==> src/rtl/sbi_pkg.sv <==
package sbi_pkg;

    typedef enum logic [1:0] {
        RX_LOCKED,
        RX_ARMED,
        RX_RUN,
        RX_STALL
    } rx_state_e;

    typedef enum logic [1:0] {
        TX_WAIT_FALL,
        TX_WAIT_RISE,
        TX_RUN
    } tx_state_e;

    // positions of the serial pins inside the synchronized bundle
    localparam int PIN_RXD = 0;
    localparam int PIN_RXC = 1;
    localparam int PIN_TXC = 2;
    localparam int PIN_CNT = 3;

endpackage

==> src/rtl/sbi_sync_edge.sv <==
module sbi_sync_edge #(
    parameter int WIDTH  = 3,
    parameter int STAGES = 2
) (
    input  logic             clk,
    input  logic             rst_n,
    input  logic [WIDTH-1:0] pin_i,
    output logic [WIDTH-1:0] lvl_o,
    output logic [WIDTH-1:0] rise_o,
    output logic [WIDTH-1:0] fall_o
);

    // STAGES synchronizer flops followed by one delay flop for edge detection
    logic [STAGES:0][WIDTH-1:0] pipe;

    always_ff @(posedge clk or negedge rst_n) begin
        if (!rst_n) begin
            pipe <= '0;
        end else begin
            pipe[0] <= pin_i;
            for (int s = 1; s <= STAGES; s++) begin
                pipe[s] <= pipe[s-1];
            end
        end
    end

    assign lvl_o = pipe[STAGES-1];

    for (genvar b = 0; b < WIDTH; b++) begin : g_edge
        assign rise_o[b] =  pipe[STAGES-1][b] & ~pipe[STAGES][b];
        assign fall_o[b] = ~pipe[STAGES-1][b] &  pipe[STAGES][b];
    end

endmodule

==> src/rtl/sbi_rx_deser.sv <==
module sbi_rx_deser
    import sbi_pkg::*;
#(
    parameter int BYTE_W = 8
) (
    input  logic                clk,
    input  logic                rst_n,
    input  logic                en_i,
    input  logic                rst_cmd_i,
    input  logic                data_sel_i,
    input  logic                clk_sel_i,
    input  logic                pol_i,
    input  logic [PIN_CNT-1:0]  lvl_i,
    input  logic [PIN_CNT-1:0]  rise_i,
    input  logic [PIN_CNT-1:0]  fall_i,
    input  logic                ready_i,
    output logic [BYTE_W-1:0]   byte_o,
    output logic                valid_o
);

    localparam int CNT_W = (BYTE_W > 1) ? $clog2(BYTE_W) : 1;
    localparam logic [CNT_W-1:0] LAST_BIT = CNT_W'(BYTE_W - 1);

    rx_state_e         state_q, state_d;
    logic [CNT_W-1:0]  cnt_q;
    logic [BYTE_W-1:0] sh_q;
    logic [1:0]        cfg_q;
    logic [1:0]        cfg_now;
    logic              edge_hit;
    logic              bit_in;
    logic              cfg_moved;
    logic              shift_en;
    logic [BYTE_W-1:0] next_sh;

    assign cfg_now   = {clk_sel_i, pol_i};
    assign cfg_moved = (cfg_now != cfg_q);

    always_comb begin
        if (clk_sel_i) begin
            edge_hit = pol_i ? rise_i[PIN_TXC] : fall_i[PIN_TXC];
        end else begin
            edge_hit = pol_i ? rise_i[PIN_RXC] : fall_i[PIN_RXC];
        end
        bit_in = data_sel_i ? lvl_i[PIN_RXC] : lvl_i[PIN_RXD];
    end

    assign shift_en = (state_q == RX_RUN) && !rst_cmd_i && en_i && !cfg_moved && edge_hit;
    assign next_sh  = {bit_in, sh_q[BYTE_W-1:1]};

    // next-state logic
    always_comb begin
        state_d = state_q;
        if (rst_cmd_i) begin
            state_d = RX_ARMED;
        end else begin
            unique case (state_q)
                RX_LOCKED: state_d = RX_LOCKED;
                RX_ARMED:  if (en_i) state_d = RX_RUN;
                RX_RUN: begin
                    if (!en_i)          state_d = RX_LOCKED;
                    else if (cfg_moved) state_d = RX_STALL;
                end
                RX_STALL:  if (!en_i) state_d = RX_LOCKED;
                default:   state_d = RX_LOCKED;
            endcase
        end
    end

    // state register
    always_ff @(posedge clk or negedge rst_n) begin
        if (!rst_n) begin
            state_q <= RX_ARMED;
        end else begin
            state_q <= state_d;
        end
    end

    // datapath and outputs
    always_ff @(posedge clk or negedge rst_n) begin
        if (!rst_n) begin
            cnt_q   <= '0;
            sh_q    <= '0;
            cfg_q   <= '0;
            byte_o  <= '0;
            valid_o <= 1'b0;
        end else begin
            if (rst_cmd_i || state_q == RX_ARMED) begin
                cnt_q <= '0;
                cfg_q <= cfg_now;
            end
            if (valid_o && ready_i) begin
                valid_o <= 1'b0;
            end
            if (shift_en) begin
                sh_q <= next_sh;
                if (cnt_q == LAST_BIT) begin
                    cnt_q <= '0;
                    if (!valid_o || ready_i) begin
                        byte_o  <= next_sh;
                        valid_o <= 1'b1;
                    end
                end else begin
                    cnt_q <= cnt_q + 1'b1;
                end
            end
        end
    end

endmodule

==> src/rtl/sbi_tx_ser.sv <==
module sbi_tx_ser
    import sbi_pkg::*;
#(
    parameter int BYTE_W = 8
) (
    input  logic              clk,
    input  logic              rst_n,
    input  logic              rst_cmd_i,
    input  logic              clk_rise_i,
    input  logic              clk_fall_i,
    input  logic [BYTE_W-1:0] byte_i,
    input  logic              valid_i,
    output logic              ready_o,
    output logic              dat_o,
    output logic              underrun_o
);

    localparam int CNT_W = (BYTE_W > 1) ? $clog2(BYTE_W) : 1;
    localparam logic [CNT_W-1:0] LAST_BIT = CNT_W'(BYTE_W - 1);

    tx_state_e         state_q, state_d;
    logic [CNT_W-1:0]  cnt_q;
    logic [BYTE_W-1:0] sh_q;
    logic              boundary;

    assign boundary = clk_rise_i &&
                      (state_q == TX_WAIT_RISE || (state_q == TX_RUN && cnt_q == '0));
    assign ready_o  = boundary && !rst_cmd_i;

    // next-state logic
    always_comb begin
        state_d = state_q;
        if (rst_cmd_i) begin
            state_d = TX_WAIT_FALL;
        end else begin
            unique case (state_q)
                TX_WAIT_FALL: if (clk_fall_i) state_d = TX_WAIT_RISE;
                TX_WAIT_RISE: if (clk_rise_i) state_d = TX_RUN;
                TX_RUN:       state_d = TX_RUN;
                default:      state_d = TX_WAIT_FALL;
            endcase
        end
    end

    // state register
    always_ff @(posedge clk or negedge rst_n) begin
        if (!rst_n) begin
            state_q <= TX_WAIT_FALL;
        end else begin
            state_q <= state_d;
        end
    end

    // datapath and outputs
    always_ff @(posedge clk or negedge rst_n) begin
        if (!rst_n) begin
            cnt_q      <= '0;
            sh_q       <= '1;
            dat_o      <= 1'b1;
            underrun_o <= 1'b0;
        end else begin
            underrun_o <= 1'b0;
            if (rst_cmd_i) begin
                cnt_q <= '0;
                sh_q  <= '1;
                dat_o <= 1'b1;
            end else if (boundary) begin
                cnt_q <= CNT_W'(1);
                if (valid_i) begin
                    dat_o <= byte_i[0];
                    sh_q  <= {1'b1, byte_i[BYTE_W-1:1]};
                end else begin
                    dat_o      <= 1'b1;
                    sh_q       <= '1;
                    underrun_o <= 1'b1;
                end
            end else if (state_q == TX_RUN && clk_rise_i) begin
                dat_o <= sh_q[0];
                sh_q  <= {1'b1, sh_q[BYTE_W-1:1]};
                cnt_q <= (cnt_q == LAST_BIT) ? '0 : cnt_q + 1'b1;
            end
        end
    end

endmodule

==> src/rtl/sbi_serial_port.sv <==
module sbi_serial_port
    import sbi_pkg::*;
#(
    parameter int BYTE_W      = 8,
    parameter int SYNC_STAGES = 2
) (
    input  logic              clk,
    input  logic              rst_n,
    input  logic              rx_clk_pin,
    input  logic              tx_clk_pin,
    input  logic              rx_dat_pin,
    input  logic              rx_enable,
    input  logic              rx_reset,
    input  logic              rx_data_sel,
    input  logic              rx_clk_sel,
    input  logic              rx_edge_pol,
    input  logic              tx_reset,
    output logic [BYTE_W-1:0] rx_byte,
    output logic              rx_valid,
    input  logic              rx_ready,
    input  logic [BYTE_W-1:0] tx_byte,
    input  logic              tx_valid,
    output logic              tx_ready,
    output logic              tx_dat,
    output logic              tx_underrun
);

    logic [PIN_CNT-1:0] pins;
    logic [PIN_CNT-1:0] lvl;
    logic [PIN_CNT-1:0] rise;
    logic [PIN_CNT-1:0] fall;

    always_comb begin
        pins          = '0;
        pins[PIN_RXD] = rx_dat_pin;
        pins[PIN_RXC] = rx_clk_pin;
        pins[PIN_TXC] = tx_clk_pin;
    end

    sbi_sync_edge #(
        .WIDTH (PIN_CNT),
        .STAGES(SYNC_STAGES)
    ) u_sync (
        .clk   (clk),
        .rst_n (rst_n),
        .pin_i (pins),
        .lvl_o (lvl),
        .rise_o(rise),
        .fall_o(fall)
    );

    sbi_rx_deser #(
        .BYTE_W(BYTE_W)
    ) u_rx (
        .clk       (clk),
        .rst_n     (rst_n),
        .en_i      (rx_enable),
        .rst_cmd_i (rx_reset),
        .data_sel_i(rx_data_sel),
        .clk_sel_i (rx_clk_sel),
        .pol_i     (rx_edge_pol),
        .lvl_i     (lvl),
        .rise_i    (rise),
        .fall_i    (fall),
        .ready_i   (rx_ready),
        .byte_o    (rx_byte),
        .valid_o   (rx_valid)
    );

    sbi_tx_ser #(
        .BYTE_W(BYTE_W)
    ) u_tx (
        .clk       (clk),
        .rst_n     (rst_n),
        .rst_cmd_i (tx_reset),
        .clk_rise_i(rise[PIN_TXC]),
        .clk_fall_i(fall[PIN_TXC]),
        .byte_i    (tx_byte),
        .valid_i   (tx_valid),
        .ready_o   (tx_ready),
        .dat_o     (tx_dat),
        .underrun_o(tx_underrun)
    );

endmodule

==> config.mk <==
export PLATFORM = sky130hd
export DESIGN_NAME = sbi_serial_port
export DESIGN_NICKNAME = d
export VERILOG_FILES = /design/src/rtl/sbi_pkg.sv /design/src/rtl/sbi_sync_edge.sv /design/src/rtl/sbi_rx_deser.sv /design/src/rtl/sbi_tx_ser.sv /design/src/rtl/sbi_serial_port.sv
export SDC_FILE = /design/constraint.sdc
export NUM_CORES = 1
export LEC_CHECK = 0
export BUFFER_PORTS_ARGS = -buffer_cell sky130_fd_sc_hd__buf_2
export CAP_MARGIN = 10
export CORE_MARGIN = 5
export CORE_UTILIZATION = 35
export CTS_BUF_LIST = sky130_fd_sc_hd__clkbuf_8 sky130_fd_sc_hd__clkbuf_16
export CTS_CLUSTER_SIZE = 28
export DETAILED_ROUTE_END_ITERATION = 10
export SYNTH_ARGS = -nofsm -noshare
export SYNTH_HDL_FRONTEND = slang
export SYNTH_HIERARCHICAL = 1
export SYNTH_SLANG_ARGS = --single-unit
==> constraint.sdc <==
create_clock -name clk -period 2.7 [get_ports clk]
set_input_delay 0.135 -clock clk [delete_from_list [all_inputs] [get_ports clk]]
set_output_delay 0.135 -clock clk [all_outputs]
set_load 0.1 [all_outputs]
==> impl_results.md, run 1 <==
- Fin. Hold Viols: 0
- R2R setup slack: 750 ps
- Wire length per cell: 13.4 um
- Largest net degree at the start of global routing: 46
- Worst hold margin: 4.09 ps
- Crit path time final: 2070 ps
- Initial antenna violation count: 0
- Status: completed
- Die X: 88.9 um
- TritonCTS Sinks: 45
- Port buffer count: 32
- Gr usage total: 0.118
- Reg2reg end: u_rx/byte_o[2]
- Remaining DRCs: 0
- IO Pins: 33
- Critical Path AT: 1940 ps
- Starting DRC count in detailed routing: 46
- Gpl congestion: 0.736
- Maximum vdd drop: 0.194 mV
- Grt ovf: 0
- Number of cell rows: 28
- Net count reported at finish: 256
- Layout area overhead: 15.5%
- Syn Area/Cell: 11.6 um2
- Total number of vias: 1483
- Setup-failing EPs final: 0
- Clk_skew: 7.23 ps
- Leakage: 1.15 nW
- Synth Warn #: 6
- F_max: 482 MHz
- Vias/cell: 4.94
- Syn Inst Count: 188
- Max Buffers Root-to-Sink: 2
- Final design area excluding fillers: 2520 um2
- Cell area after synthesis: 2180 um2
- Initial Utilization: 0.364
- Max_slew headroom: 0.340
- Inserted Diodes: 0
- Endpoint class of the critical path: output pin
- Layout cell share with drive strength beyond 1: 0.324
- Final setup margin: 626 ps
- Worst Path Required: 2570 ps
- CTS Buf Count: 5
- Clock slew at reported path FFs: 90 ps
- Crit path max fanout: 14
- Placed Area: 2400 um2
- Dpl ws: 767 ps
- Hold Crit Class: in -> async
- First-pass GRT wire length: 7220 um
- Antenna Violating Nets Remaining: 0
- Crit path launch type: flop
- Worst setup path category: reg -> out
- Tcrit/Tclk final: 0.768
- Core ar.: 5990 um2
- Worst-Skew Late Latency: 300 ps
- Number of max-cap violations: 0
- DRT Pass-1 Iters: 4
- Htree depth: 2
- Worst R2R Path Depth: 6
- Vias in the first global route: 1540
- RSZ-0062 raised after global routing: no
- CTS Root Cell: clkbuf_8
- Routed WL: 4020 um
- Max Slew Vio Count: 0
- Detail Placement HPWL: 2860 um
- Tightest Pin Transition: 990 ps
- Total Power: 1.29 mW
- R2R Path Start: u_rx/state_q[0]
- Synth Net Count: 220
- Total setup buffers inserted after CTS: 0
- Die Height: 88.9 um
- Pwr dens: 513 nW/um2
- Full die area: 7900 um2
- TNS Setup: 0 ps
- CTS tree: built
registers in the layout, indices dropped and copies added, names as in the netlist:
register	flops
u_rx/valid_o	1
u_tx/dat_o	1
u_tx/state_q	2
u_sync/lvl_o	3
u_sync/pipe	5
u_tx/underrun_o	1
u_rx/state_q	2
u_rx/byte_o	8
u_rx/sh_q	7
u_rx/cnt_q	3
u_rx/cfg_q	2
u_tx/sh_q	7
u_tx/cnt_q	3
stage by stage:
step | util | cells
after floorplan | - | 188
after global placement | 0.400 | 289
after detailed placement | 0.400 | 289
after CTS | 0.420 | 300
after global routing | 0.420 | 300
final | 0.420 | 300
worst max-delay path by stage:
stage	endpoint	slack, ps	startpoint	cells after the start
floorplan	tx_ready	310	u_tx/cnt_q[0]	6
global placement	u_rx/byte_o[3]	800	u_rx/state_q[0]	6
detailed placement	u_rx/byte_o[2]	770	u_rx/state_q[0]	6
CTS	tx_ready	610	u_sync/lvl_o[2]	6
global route	tx_ready	410	u_sync/lvl_o[2]	6
finish	tx_ready	630	u_sync/lvl_o[2]	6
cell type report:
cell class                      instances  area (um2)
Tap cell                               75        93.8
Clock inverter                          3        18.8
Inverter                                9        33.8
Clock buffer                            5        68.8
Sequential cell                        45        1140
Fill cell                             592        3470
Multi-Input combinational cell        125         951
Timing Repair Buffer                   38         213
worst max-delay path, stage by stage (launching register included):
cell and delay, ps:
dfrtp_1 360, nor2b_1 170, buf_4 220, and2_1 240, a22oi_1 130, nor2_1 100
buf_2 420
per-layer routing:
metal / up-vias / wire length [um] / global-route usage
li1: 742 / - / -
met1: 712 / 1960 / 0.165
met2: 23 / 1800 / 0.172
met3: 6 / 190 / 0.0313
met4: 0 / 66 / 0.0495
met5: - / 0 / 0
cells in the final DEF (no fill, tap or decap), types with 2 or more instances in the layout:
master	n
dfrtp_1	36
buf_2	32
a21oi_1	21
mux2_2	17
ha_1	11
nand3b_1	10
inv_1	9
dfstp_2	9
nor2_1	7
o31ai_1	7
o21ai_1	6
clkbuf_8	5
nand3_1	5
nand2_1	5
nor2b_1	5
nand2b_1	4
dlygate4sd3_1	3
nand4_1	3
o21ai_0	3
mux2i_1	3
buf_4	3
clkinvlp_4	2
xnor2_1	2
nor3_1	2
o21bai_1	2
what timing repair did:
action | 4_1_cts | 5_1_grt
hold buffers | 3 | 0
endpoints found under the hold margin | 3 | 0
gates resized for setup | 0 | 0
power breakdown:
group          switching, mW  internal, mW
Sequential            0.0161         0.704
Clock                  0.232         0.179
Combinational         0.0973        0.0640
Total                  0.345         0.947
Note: power is estimated with default switching activity, not from simulation.
==> run 2, diff against run 1 <==
==> constraint.sdc (replaced) <==
create_clock -name clk -period 1.74 [get_ports clk]
set_input_delay 0.087 -clock clk [delete_from_list [all_inputs] [get_ports clk]]
set_output_delay 0.087 -clock clk [all_outputs]
set_load 0.1 [all_outputs]
==> run 2 against run 1 <==
Global-route usage increased by 0.38 points. Critical path depth shrank 1. Worst hold slack improved by 80 ps. Combinational power up 94%. Register-to-register slack lost 810 ps. Sequential power grew 56%. Critical path type is now reg -> reg. The flow now finishes with violations (negative setup slack). Flip-flop and latch count unchanged.
==> impl_results.md, run 2 (same netlist as run 1, synthesis figures left out) <==
- Status: complete, but fails checks
- Failing checks: negative setup slack
- Number of stages on the worst setup path: 5 (-1)
- Number of cell rows: 28 (unchanged)
- Logic pwr share: 0.149 (+0.024)
- Htree depth: 2 (unchanged)
- Die Height: 88.9 um (unchanged)
- RSZ-0062 raised after global routing: yes
- Final setup margin: -60.1 ps (-686 ps)
- Clock slew at reported path FFs: 100 ps (about the same)
- Inserted Diodes: 0 (unchanged)
- Hold Crit Class: in -> reg
- IO Pins: 33 (unchanged)
- Worst R2R Path Depth: 5 (-1)
- Family with the most delay on the worst path: multiplexers
- Die X: 88.9 um (unchanged)
- Crit path max fanout: 8 (-6)
- Largest Register: u_rx/byte_o
- Total Power: 2.10 mW (+62%)
- Initial Utilization: 0.364 (unchanged)
- Switching share of power: 0.274 (+0.00725)
- Pwr dens: 754 nW/um2 (+47%)
- Net count reported at finish: 273 (+6.6%)
- Worst-Skew Late Latency: 300 ps (about the same)
- Worst setup path category: reg -> reg
- Largest net degree at the start of global routing: 46 (unchanged)
- Most frequent cells in the layout: 36 x dfrtp_1, 31 x buf_2, 21 x a21oi_1, 15 x buf_4, 12 x mux2_4
- DRT Pass-1 Iters: 4 (unchanged)
- Layout area overhead: 27.6%
- Max reg flops: 8 (unchanged)
- CTS tree: built
- Antenna Violating Nets Remaining: 0 (unchanged)
- Layout cell share with drive strength beyond 1: 0.417 (+0.0929)
- Port buffer count: 32 (unchanged)
- TritonCTS Sinks: 45 (unchanged)
- Max Slew Vio Count: 0 (unchanged)
- Worst Path Required: 1940 ps (-630 ps)
- CTS Buf Count: 5 (unchanged)
- Wire length per cell: 14.0 um (+4.2%)
- Tightest Pin Transition: 575 ps (-414 ps)
- Setup-failing EPs final: 8 (+8)
- First-pass GRT wire length: 7550 um (+4.5%)
- Critical-path top delay cell: mux4_2
- Cell internal pwr: 1.52 mW (+61%)
- Tcrit/Tclk final: 1.03
- Grt ovf: 0 (unchanged)
- F_max: 556 MHz
- Switch Pwr: 0.575 mW (+67%)
- Placed Area: 2510 um2 (+4.7%)
- Gr usage total: 0.122 (+0.00384)
- Endpoint class of the critical path: flop
- Routed WL: 4420 um (+10%)
- Worst path bufs/invs: 0 (-2)
- CTS Root Cell: clkbuf_8
- Fin. Hold Viols: 0 (unchanged)
- Critical Path AT: 2000 ps (+60 ps)
- Vias/cell: 4.87 (-1.5%)
- Seq pwr share: 0.533 (-0.024)
- Gpl congestion: 0.790 (+7.3%)
- Max Buffers Root-to-Sink: 2 (unchanged)
- Hold path depth: 2
- Max incr delay on CP: 470 ps (+50 ps)
- Leakage: 1.30 nW (+13%)
- Remaining DRCs: 0 (unchanged)
- Clock Power Share: 0.318 (about the same)
- Top flop regs: u_rx/byte_o x8, u_rx/sh_q x7, u_tx/sh_q x7
- Critical-path cell list: nor2b_4 > mux4_2 > and4_4 > nand3_4 > mux2_4
- Crit path launch type: flop
- Full die area: 7900 um2 (unchanged)
- Most common cell after layout, fill and taps aside: dfrtp_1
- Vias in the first global route: 1571 (+2.0%)
- R2R setup slack: -60 ps (-810 ps)
- Total number of vias: 1544 (+4.1%)
- Final design area excluding fillers: 2780 um2 (+10%)
- Number of max-cap violations: 0 (unchanged)
- Final core occ: 0.464 (+0.0439)
- Crit path time final: 1800 ps
- Core ar.: 5990 um2 (unchanged)
- Maximum vdd drop: 0.391 mV (+100%)
- Worst hold margin: 84.3 ps (+80.2 ps)
- Clk_skew: 13.6 ps (+6.38 ps)
- TNS Setup: -413 ps (-413 ps)
- Starting DRC count in detailed routing: 51 (+11%)
- Detail Placement HPWL: 2960 um (+3.4%)
- Max_slew headroom: 0.616 (+0.276)
- Initial antenna violation count: 0 (unchanged)
run 2: path summary, 6_finish.rpt:
check                           startpoint         endpoint
max                        u_sync/lvl_o[2]   u_rx/byte_o[6]
min                               tx_valid  u_tx/underrun_o
max reg2reg                u_sync/lvl_o[2]   u_rx/byte_o[6]
min reg2reg                 u_sync/pipe[1]  u_sync/lvl_o[1]
max in group asynchronous            rst_n     u_tx/sh_q[2]
min in group asynchronous            rst_n  u_rx/state_q[1]
run 2: timing repair:
action,CTS,global route
setup endpoints to repair,18,18
endpoints found under the hold margin,39,0
buffers inserted,1,4
gates resized for setup,15,13
hold buffers,4,0
pin swaps,2,2
cloned,0,0
run 2: final cells by class:
| type | count | area, um2 |
|---|---|---|
| clock buffer | 5 | 68.8 |
| clock inverter | 3 | 22.5 |
| fill | 549 | 3210 |
| inverter | 9 | 33.8 |
| multi-input combinational | 125 | 1050 |
| sequential | 45 | 1140 |
| tap | 75 | 93.8 |
| timing repair buffer | 55 | 377 |
run 2: power by group through the flow:
| stage | Sequential, mW | Clock [mW] | Combinational, mW |
|---|---|---|---|
| after detailed placement | 1.13 | 0 | 0.280 |
| after CTS | 1.11 | 0.694 | 0.292 |
| after global routing | 1.12 | 0.724 | 0.348 |
| final | 1.12 | 0.666 | 0.313 |
| after global placement | 1.13 | 0 | 0.275 |
| after floorplan | 1.14 | 0 | 0.159 |
run 2: metal layers:
layer  track usage  share of wire  vias up
li1              -              -      773
met1         0.176           0.50      738
met2         0.183           0.45       27
met3        0.0212          0.037        6
met4        0.0453          0.016        0
met5             0              0        -
run 2: stage by stage:
| step | instances | setup WS, ps |
|---|---|---|
| after global routing | 317 | -114 |
| final | 317 | -60.1 |
| after floorplan | 188 | -113 |
| after global placement | 300 | -63.4 |
| after detailed placement | 300 | -93.1 |
| after CTS | 313 | -64.6 |
==> run 3, diff against run 2 <==
--- a/config.mk
+++ b/config.mk
@@ -8,7 +8,7 @@
 export BUFFER_PORTS_ARGS = -buffer_cell sky130_fd_sc_hd__buf_2
 export CAP_MARGIN = 10
 export CORE_MARGIN = 5
-export CORE_UTILIZATION = 35
+export CORE_UTILIZATION = 25
 export CTS_BUF_LIST = sky130_fd_sc_hd__clkbuf_8 sky130_fd_sc_hd__clkbuf_16
 export CTS_CLUSTER_SIZE = 28
 export DETAILED_ROUTE_END_ITERATION = 10
==> constraint.sdc (replaced) <==
create_clock -name clk -period 1.9 [get_ports clk]
set_input_delay 0.095 -clock clk [delete_from_list [all_inputs] [get_ports clk]]
set_output_delay 0.095 -clock clk [all_outputs]
set_load 0.1 [all_outputs]
==> run 3 against run 2 <==
Utilization decreased by 16 points. Sequential share of layout area increased by 2.6 points. Register-to-register slack improved by 120 ps. First-iteration DRC count increased by 57%. Critical path type unchanged. Final area decreased by 5.9%. Die area increased by 35%. Worst setup slack improved by 120 ps. Sequential power decreased by 9%. Critical path depth increased by 1. Critical endpoint is now u_rx/byte_o[5]. Global-route usage decreased by 4.0 points. The flow now finishes without violations. Via count decreased by 2.8%.
==> impl_results.md, run 3 (same netlist as run 1, synthesis figures left out) <==
- Layout area overhead: 20.0%
- Crit path time final: 1840 ps (+43.5 ps)
- Status: completed
- Initial antenna violation count: 0 (unchanged)
- CTS Root Cell: clkbuf_8
- Clock slew at reported path FFs: 90 ps (about the same)
- Worst hold margin: 76.1 ps (-8.23 ps)
- Core ar.: 8590 um2 (+43%)
- Endpoint class of the critical path: flop
- TritonCTS Sinks: 45 (unchanged)
- Tcrit/Tclk final: 0.970 (-0.0642)
- Net count reported at finish: 258 (-5.5%)
- Final cell count without fillers: 335 (+5.7%)
- Port buffer count: 32 (unchanged)
- Most common cell after layout, fill and taps aside: dfrtp_1
- CTS Buf Count: 5 (unchanged)
- Largest net degree at the start of global routing: 46 (unchanged)
- RSZ-0062 raised after global routing: yes
- Max Buffers Root-to-Sink: 2 (unchanged)
- IO Pins: 33 (unchanged)
- Detail Placement HPWL: 2970 um (+0.54%)
- Pwr dens: 710 nW/um2 (-5.9%)
- TNS Setup: 0 ps (+413 ps)
- Worst Path Required: 2090 ps (+150 ps)
- F_max: 542 MHz (-2.4%)
- Worst-Skew Late Latency: 290 ps (about the same)
- Maximum vdd drop: 0.320 mV (-18%)
- Met2 wire length: 2160 um (+9.4%)
- Total Power: 1.86 mW (-11%)
- M1 wire length: 1830 um (-17%)
- Hold Crit Class: in -> reg
- Critical Path AT: 2030 ps (+30 ps)
- Die X: 103 um (+16%)
- Htree depth: 2 (unchanged)
- First-pass GRT wire length: 6900 um (-8.6%)
- Gpl congestion: 0.803 (+1.7%)
- Vias/cell: 4.48 (-8.0%)
- Leakage: 1.18 nW (-9.6%)
- Fill count: 888 (+62%)
- Number of cell rows: 34 (+21%)
- Total number of vias: 1501 (-2.8%)
- Largest Register: u_rx/byte_o
- Crit path max fanout: 8 (unchanged)
- DR top layer: met4
- Reg area: 1140 um2 (unchanged)
- CTS tree: built
- Max reg flops: 8 (unchanged)
- Top flop regs: u_rx/byte_o x8, u_rx/sh_q x7, u_tx/sh_q x7
- Clk_skew: 3.69 ps (-9.93 ps)
- Gr usage total: 0.0814 (-0.0402)
- Max_slew headroom: 0.627 (+0.0107)
- Layout cell share with drive strength beyond 1: 0.357 (-0.0605)
- Fin. Hold Viols: 0 (unchanged)
- Crit path launch type: flop
- Area of the multi-input gates: 972 um2 (-7.1%)
- Max Slew Vio Count: 0 (unchanged)
- Remaining DRCs: 0 (unchanged)
- Final core occ: 0.304 (-0.160)
- Full die area: 10700 um2 (+35%)
- Grt ovf: 0 (unchanged)
- Worst setup path category: reg -> reg
- Routed WL: 4160 um (-5.9%)
- Tightest Pin Transition: 559 ps (-16.0 ps)
- Most frequent cells in the layout: 36 x dfrtp_1, 31 x buf_2, 21 x a21oi_1, 17 x mux2_2
- WL met3: 102 um (-37%)
- Inserted Diodes: 0 (unchanged)
- Number of max-cap violations: 0 (unchanged)
- Setup-failing EPs final: 0 (-8)
- Total setup buffers inserted after CTS: 0 (-1)
- Placed Instances: 323 (+7.7%)
- DRT Pass-1 Iters: 4 (unchanged)
- Starting DRC count in detailed routing: 80 (+57%)
- Vias in the first global route: 1489 (-5.2%)
- Wire length per cell: 12.4 um (-11%)
- Die Height: 103 um (+16%)
- Initial Utilization: 0.253 (-0.110)
- Antenna Violating Nets Remaining: 0 (unchanged)
-- run 3: where the power goes --
part / total [mW] / switching (mW) / internal [mW]
sequential: 1.02 / 0.0233 / 1.00
combinational: 0.234 / 0.139 / 0.0953
clock: 0.598 / 0.337 / 0.261
-- run 3: final timing paths --
path	startpoint	slack (ps)	cells after the start	end
min reg2reg	u_sync/pipe[1]	350	0	u_sync/lvl_o[1]
max reg2reg	u_rx/state_q[0]	60	6	u_rx/byte_o[5]
min	tx_valid	80	2	u_tx/underrun_o
max in group asynchronous	rst_n	1110	3	u_tx/sh_q[6]
min in group asynchronous	rst_n	410	3	u_rx/cnt_q[1]
max	u_rx/state_q[0]	60	6	u_rx/byte_o[5]
-- run 3: final cells by class --
| class | instances | share of cell area |
|---|---|---|
| sequential | 45 | 0.435 |
| tap | 108 | 0.0517 |
| clock inverter | 3 | 0.00814 |
| inverter | 9 | 0.0129 |
| multi-input combinational | 125 | 0.372 |
| timing repair buffer | 40 | 0.0938 |
| clock buffer | 5 | 0.0263 |
-- run 3: through the flow --
step	cell area, um2	setup WS (ps)
after floorplan	2180	9.59
after global placement	2460	65.7
after detailed placement	2460	31.9
after CTS	2610	10.9
after global routing	2610	-18.1
final	2610	56.4
-- run 3: layer usage --
metal  vias up  track usage
met2        15        0.135
li1        742            -
met5         -            0
met3         5       0.0168
met4         0       0.0339
met1       739        0.103
-- run 3: what timing repair did --
item	4_1_cts	5_1_grt
hold buffers	4	0
endpoints found under the setup margin	1	8
gates resized for setup	4	3
gates cloned	0	0
endpoints found under the hold margin	39	0
pin swaps	0	1
-- run 3: worst max-delay path: stages (launching register included) --
cell	delay, ps
dfstp_2	550
inv_1	60
ha_1	220
and3b_1	200
and4_4	210
nand3_4	140
mux2_2	350
